===== src/rtl/nrs_pkg.sv =====
package nrs_pkg;

    localparam int ADDR_W = 4;
    localparam int DATA_W = 4;
    localparam logic [ADDR_W-1:0] STREAM_ADDR = 4'hF;
    localparam int NUM_CLK_REGS = 15;

    typedef logic [ADDR_W-1:0] addr_t;
    typedef logic [DATA_W-1:0] nib_t;

    typedef enum logic [1:0] {
        CYC_IDLE  = 2'd0,
        CYC_READ  = 2'd1,
        CYC_WRITE = 2'd2
    } cyc_kind_t;

    typedef struct packed {
        cyc_kind_t kind;
        logic      stream;
        addr_t     addr;
        nib_t      data;
    } bus_req_t;

    function automatic logic is_stream(input addr_t a);
        return a == STREAM_ADDR;
    endfunction

    function automatic cyc_kind_t classify(input logic cs, input logic rd);
        if (!cs) return CYC_IDLE;
        return rd ? CYC_READ : CYC_WRITE;
    endfunction

endpackage


===== src/rtl/nrs_decode.sv =====
module nrs_decode
    import nrs_pkg::*;
(
    input  logic     bus_cs,
    input  logic     bus_rd,
    input  addr_t    bus_addr,
    input  nib_t     bus_wdata,
    output bus_req_t req
);
    always_comb begin
        req.kind   = classify(bus_cs, bus_rd);
        req.stream = is_stream(bus_addr);
        req.addr   = bus_addr;
        req.data   = bus_wdata;
    end
endmodule


===== src/rtl/nrs_clkregs.sv =====
module nrs_clkregs
    import nrs_pkg::*;
#(
    parameter int NREG = NUM_CLK_REGS
) (
    input  logic     clk,
    input  logic     rst,
    input  bus_req_t req,
    input  logic     tk_we,
    input  addr_t    tk_addr,
    input  nib_t     tk_data,
    output nib_t     rd_data
);
    nib_t regs [NREG];

    logic host_wr;
    logic tk_ok;

    assign host_wr = (req.kind == CYC_WRITE) && !req.stream && (int'(req.addr) < NREG);
    assign tk_ok   = tk_we && !is_stream(tk_addr) && (int'(tk_addr) < NREG);

    // The host write is applied after the timekeeper write, so it takes priority on a clash
    always_ff @(posedge clk) begin
        if (rst) begin
            for (int i = 0; i < NREG; i++) regs[i] <= '0;
        end else begin
            if (tk_ok)   regs[tk_addr]  <= tk_data;
            if (host_wr) regs[req.addr] <= req.data;
        end
    end

    always_comb begin
        rd_data = '0;
        if (int'(req.addr) < NREG) rd_data = regs[req.addr];
    end
endmodule


===== src/rtl/nrs_stream_ctl.sv =====
module nrs_stream_ctl
    import nrs_pkg::*;
#(
    parameter int BANK_W = 2,
    parameter int POS_W  = 8
) (
    input  logic              clk,
    input  logic              rst,
    input  bus_req_t          req,
    output logic [BANK_W-1:0] bank,
    output logic [POS_W-1:0]  pos
);
    logic rd_strobe;
    logic rd_strobe_q;
    logic sel_wr;
    logic trail;

    assign rd_strobe = (req.kind == CYC_READ)  && req.stream;
    assign sel_wr    = (req.kind == CYC_WRITE) && req.stream;
    assign trail     = rd_strobe_q && !rd_strobe;

    always_ff @(posedge clk) begin
        if (rst) begin
            rd_strobe_q <= 1'b0;
            bank        <= '0;
            pos         <= '0;
        end else begin
            rd_strobe_q <= rd_strobe;
            if (sel_wr) begin
                bank <= req.data[BANK_W-1:0];
                pos  <= '0;
            end else if (trail) begin
                pos <= pos + 1'b1;
            end
        end
    end
endmodule


===== src/rtl/nrs_buffer.sv =====
module nrs_buffer
    import nrs_pkg::*;
#(
    parameter int BANK_W = 2,
    parameter int POS_W  = 8
) (
    input  logic              clk,
    input  logic              wr_en,
    input  logic [BANK_W-1:0] wr_bank,
    input  logic [POS_W-1:0]  wr_idx,
    input  nib_t              wr_data,
    input  logic [BANK_W-1:0] rd_bank,
    input  logic [POS_W-1:0]  rd_pos,
    output nib_t              rd_data
);
    localparam int NBANK = 1 << BANK_W;
    localparam int DEPTH = 1 << POS_W;

    nib_t bank_out [NBANK];

    for (genvar b = 0; b < NBANK; b++) begin : g_bank
        nib_t mem [DEPTH];
        always_ff @(posedge clk) begin
            if (wr_en && (wr_bank == BANK_W'(b))) mem[wr_idx] <= wr_data;
        end
        assign bank_out[b] = mem[rd_pos];
    end

    assign rd_data = bank_out[rd_bank];
endmodule


===== src/rtl/nrs_rtc_slave.sv =====
module nrs_rtc_slave
    import nrs_pkg::*;
#(
    parameter int BANK_W = 2,
    parameter int POS_W  = 8
) (
    input  logic              clk,
    input  logic              rst,
    input  logic              bus_cs,
    input  logic              bus_rd,
    input  logic [3:0]        bus_addr,
    input  logic [3:0]        bus_wdata,
    output logic [3:0]        bus_rdata,
    output logic              bus_oe,
    input  logic              tk_we,
    input  logic [3:0]        tk_addr,
    input  logic [3:0]        tk_data,
    input  logic              ld_we,
    input  logic [BANK_W-1:0] ld_bank,
    input  logic [POS_W-1:0]  ld_idx,
    input  logic [3:0]        ld_data
);
    bus_req_t          req;
    nib_t              reg_q;
    nib_t              buf_q;
    logic [BANK_W-1:0] stream_bank;
    logic [POS_W-1:0]  stream_pos;

    nrs_decode u_decode (
        .bus_cs   (bus_cs),
        .bus_rd   (bus_rd),
        .bus_addr (bus_addr),
        .bus_wdata(bus_wdata),
        .req      (req)
    );

    nrs_clkregs #(.NREG(NUM_CLK_REGS)) u_regs (
        .clk    (clk),
        .rst    (rst),
        .req    (req),
        .tk_we  (tk_we),
        .tk_addr(tk_addr),
        .tk_data(tk_data),
        .rd_data(reg_q)
    );

    nrs_stream_ctl #(.BANK_W(BANK_W), .POS_W(POS_W)) u_stream (
        .clk (clk),
        .rst (rst),
        .req (req),
        .bank(stream_bank),
        .pos (stream_pos)
    );

    nrs_buffer #(.BANK_W(BANK_W), .POS_W(POS_W)) u_buf (
        .clk    (clk),
        .wr_en  (ld_we),
        .wr_bank(ld_bank),
        .wr_idx (ld_idx),
        .wr_data(ld_data),
        .rd_bank(stream_bank),
        .rd_pos (stream_pos),
        .rd_data(buf_q)
    );

    always_comb begin
        bus_oe    = (req.kind == CYC_READ);
        bus_rdata = '0;
        if (bus_oe) bus_rdata = req.stream ? buf_q : reg_q;
    end
endmodule


===== config.mk =====
export PLATFORM = sky130hd
export DESIGN_NAME = nrs_rtc_slave
export DESIGN_NICKNAME = d
export VERILOG_FILES = /design/src/rtl/nrs_pkg.sv /design/src/rtl/nrs_decode.sv /design/src/rtl/nrs_clkregs.sv /design/src/rtl/nrs_stream_ctl.sv /design/src/rtl/nrs_buffer.sv /design/src/rtl/nrs_rtc_slave.sv
export SDC_FILE = /design/constraint.sdc
export NUM_CORES = 2
export LEC_CHECK = 0
export BUFFER_PORTS_ARGS = -buffer_cell sky130_fd_sc_hd__buf_4
export CAP_MARGIN = 20
export CORE_AREA = 2 2 750 752
export DETAILED_ROUTE_END_ITERATION = 16
export DIE_AREA = 0 0 752 754
export PLACE_DENSITY = 0.47
export SLEW_MARGIN = 20
export SYNTH_ARGS = -nofsm -noshare
export SYNTH_HDL_FRONTEND = slang
export SYNTH_HIERARCHICAL = 1
export SYNTH_MEMORY_MAX_BITS = 65536
export SYNTH_SLANG_ARGS = --single-unit

===== constraint.sdc =====
create_clock -name clk -period 3.6 [get_ports clk]
set_clock_uncertainty 0.1 [all_clocks]
set_input_delay 0.54 -clock clk [delete_from_list [all_inputs] [get_ports clk]]
set_output_delay 0.54 -clock clk [all_outputs]
set_load 0.02 [all_outputs]

==> impl_metrics.env <==
export IMPL_hp_class="in -> reg"
export IMPL_vias=91810
export IMPL_nFillCells=52050
export IMPL_synthCells=8819
export IMPL_netlist_area_um2=167400
export IMPL_hold_viol_final=0
export IMPL_leakage_nw=60.30
export IMPL_worst_pin_slew_ns=1.241
export IMPL_track_usage_pct=18.49
export IMPL_routabilityCongestion=0.8614
export IMPL_via_per_inst=5.183
export IMPL_cp_num_buf_inv=9
export IMPL_synth_commonest_cells="edfxtp_1 (4,156), nor2_1 (1,176), mux4_2 (839), mux2i_1 (514), nand2_1 (360)"
export IMPL_ys_flop_type="edfxtp_1"
export IMPL_cap_violations=0
export IMPL_critPathCaptureType="output pin"
export IMPL_final_nets=9892
export IMPL_hold_depth=4
export IMPL_reg2reg_depth=8
export IMPL_htreeDepth=5
export IMPL_drv_slew=0
export IMPL_status="finished with violations"
export IMPL_p_per_area_nw_per_um2=502.1
export IMPL_fmax_mhz=157.2
export IMPL_endpoint="bus_rdata[2]"
export IMPL_dp_hpwl_um=371900
export IMPL_finalSetupViolations=4
export IMPL_fin_crit_sh_pct=176.7
export IMPL_synth_seq_cells=4167
export IMPL_tritoncts="done"
export IMPL_first_pass_iters=6
export IMPL_die_w_um=752
export IMPL_portBuffers=40
export IMPL_syn_nets=8856
export IMPL_areaGrowthSynthToFinish_pct=19.45
export IMPL_fin_tns_setup_ns=-10.31
export IMPL_wl_per_cell_um=30.34
export IMPL_relSlewSlack_pct=16.65
export IMPL_route_final_wire_length_um=537500
export IMPL_grt_pass1_vias=93600
export IMPL_seqCellArea_um2=125000
export IMPL_clock_path_buffers=4
export IMPL_clkSinkCount=4167
export IMPL_yosysMostFrequentCell="edfxtp_1"
export IMPL_drive_gt1_share_pct=28.06
export IMPL_cp_num_cells=17
export IMPL_syn_avg_cell_area_um2=18.98
export IMPL_r2r_start="u_stream/pos[1]$_SDFFE_PP0P_"
export IMPL_grt_pass1_wl_um=747400
export IMPL_fp_dieArea_um2=567000
export IMPL_yosys_warnings=6
export IMPL_critPathSlowestCell="nand4_1"
export IMPL_cts_root_buf="clkbuf_16"
export IMPL_ys_seq_area_share_pct=74.68
export IMPL_path_delay_family="buffers and inverters"
export IMPL_cp_data_arrival_time_ns=5.72
export IMPL_start_util_pct=29.94
export IMPL_failed_checks="negative setup slack"
export IMPL_synthArstFlopShare_pct=0
export IMPL_synth_distinct_cells=83
export IMPL_antenna_left=0
export IMPL_gr_total_overflow=0
export IMPL_grt_max_degree=143
export IMPL_max_stage_delay_ns=0.67
export IMPL_multi_input_area_um2=39710
export IMPL_worstSetupStartpointType="flip-flop"
export IMPL_boundaryPins=41
export IMPL_startpoint="u_stream/pos[0]$_SDFFE_PP0P_"
export IMPL_r2r_slack_ns=0.82
export IMPL_synth_edf_count=4156
export IMPL_required_ns=2.96
export IMPL_grt_setup_unrepaired="yes"
export IMPL_die_h_um=754
export IMPL_holdWs_ns=0.1105
export IMPL_path_max_fanout=7
export IMPL_synth_area_leader_cell="edfxtp_1"
export IMPL_worstReg2RegEnd="u_stream/pos[2]$_SDFFE_PP0P_"
export IMPL_synth_area_top_cells="edfxtp_1 (75%), mux4_2 (11%), mux2i_1 (3.1%)"
export IMPL_route_detailed_drc=0
export IMPL_clkTransAtPathRegs_ns=0.06
export IMPL_rows=275
export IMPL_finalPower_mw=100.4
export IMPL_fin_crit_ns=6.360
export IMPL_peakVddDrop_v=0.0004014
export IMPL_worst_slack_ns=-2.760
export IMPL_clk_latency_ns=1.01
export IMPL_first_iter_violations=10840
export IMPL_fin_util_pct=35.76
export IMPL_crit_path_cell_trace="buf_8, buf_16, buf_12, buf_16, buf_8, mux4_2, mux4_2, a211oi_2, buf_6, a211oi_4, buf_12, o41ai_4, nand4_1, buf_4, mux2i_2, nor2_2, buf_6"
export IMPL_crit_type="reg -> out"
export IMPL_core_um2=559100
export IMPL_antenna_found_initial=32
export IMPL_cts_inserted_buffers=433
export IMPL_synth_top_area_share_pct=74.55
per-stage QoR:
step / area (um^2) / std cells / setup slack, ns
after floorplan: 167500 / 8819 / -0.02280
after global placement: 183900 / 16820 / -2.646
after detailed placement: 183900 / 16820 / -2.447
after CTS: 199600 / 17700 / -2.701
after global routing: 199900 / 17710 / -2.723
final: 200000 / 17720 / -2.760
state kept, by name, summed over array words and instances, names as in the netlist:
signal,count
u_stream/rd_strobe_q,1
u_regs/regs,60
u_buf/g_bank.mem,4096
u_stream/pos,8
u_stream/bank,2
repair_timing:
| item | 4_1_cts | 5_1_grt |
|---|---|---|
| resized for setup | 142 | 62 |
| endpoints found under the setup margin | 4 | 4 |
| endpoints found under the hold margin | 190 | 0 |
| gates cloned | 8 | 1 |
| setup buffers | 49 | 9 |
| hold buffers | 18 | 0 |
| pin swaps | 27 | 20 |
metal layers:
metal	track usage, %	vias to the layer above	part of all wire, %
met1	25.63	49420	42
met3	3.222	736	7.2
met5	0	-	0.0087
met4	4.955	8	2.9
li1	-	38050	-
met2	30.04	3596	48
worst register-to-register path: cells and delay by family (launching register included):
family,cells,cell delay [ns]
AOI/OAI and AO/OA,1,0.32
adders and majority gates,1,0.28
buffers and inverters,5,1.04
DFF,1,0.40
and+or+nand+nor,1,0.52
worst min-delay path by stage:
stage / from / end / slack (ns)
after detailed placement: u_stream/bank[1]$_SDFFE_PP0P_ / u_stream/bank[1]$_SDFFE_PP0P_ / 0.48
after global placement: u_stream/bank[1]$_SDFFE_PP0P_ / u_stream/bank[1]$_SDFFE_PP0P_ / 0.48
final: bus_rd / u_stream/rd_strobe_q$_SDFF_PP0_ / 0.11
after global routing: bus_addr[2] / u_regs/regs[14][0]$_DFFE_PP_ / 0.07
after floorplan: u_stream/pos[6]$_SDFFE_PP0P_ / u_stream/pos[6]$_SDFFE_PP0P_ / 0.36
after CTS: bus_addr[2] / u_regs/regs[14][0]$_DFFE_PP_ / 0.006
report_power, final:
group / internal [mW] / switching, mW
clock: 25.7 / 19.3
sequential: 53.4 / 0.0200
combinational: 0.434 / 1.52
total: 79.5 / 20.8
placed cells by master, fill, tap and decap left out, types with 47 or more instances in the layout:
cell       instances
buf_12           171
mux2_2            72
mux2i_1          507
edfxtp_1        4156
bufinv_16         47
nand2_1          355
nor3_1            49
clkinv_1         102
a21oi_1          134
clkbuf_1          85
clkinv_2          90
o22ai_1          112
mux4_2           844
nor2_1          1157
o21ai_0           84
a22oi_1           50
buf_4            928
o221ai_1         168
clkbuf_16        438
cells by family after synthesis:
group / synth area share, %
flops: 74.68
compound gates: 3.246
buf+inv: 2.151
simple gates: 4.595
fa+ha+maj: 0.007473
mux: 15.32
area by class of cell:
class                   count  area share, %
clock buffers             522          5.629
flip-flops and latches   4167          62.54
multi-input cells        4072          19.86
clock inverters           286          1.445
repair buffers           1174          5.819
inverters                   7        0.02065
diodes                      8        0.01001
well taps                7479          4.680
(Power assumes the default switching activity.)
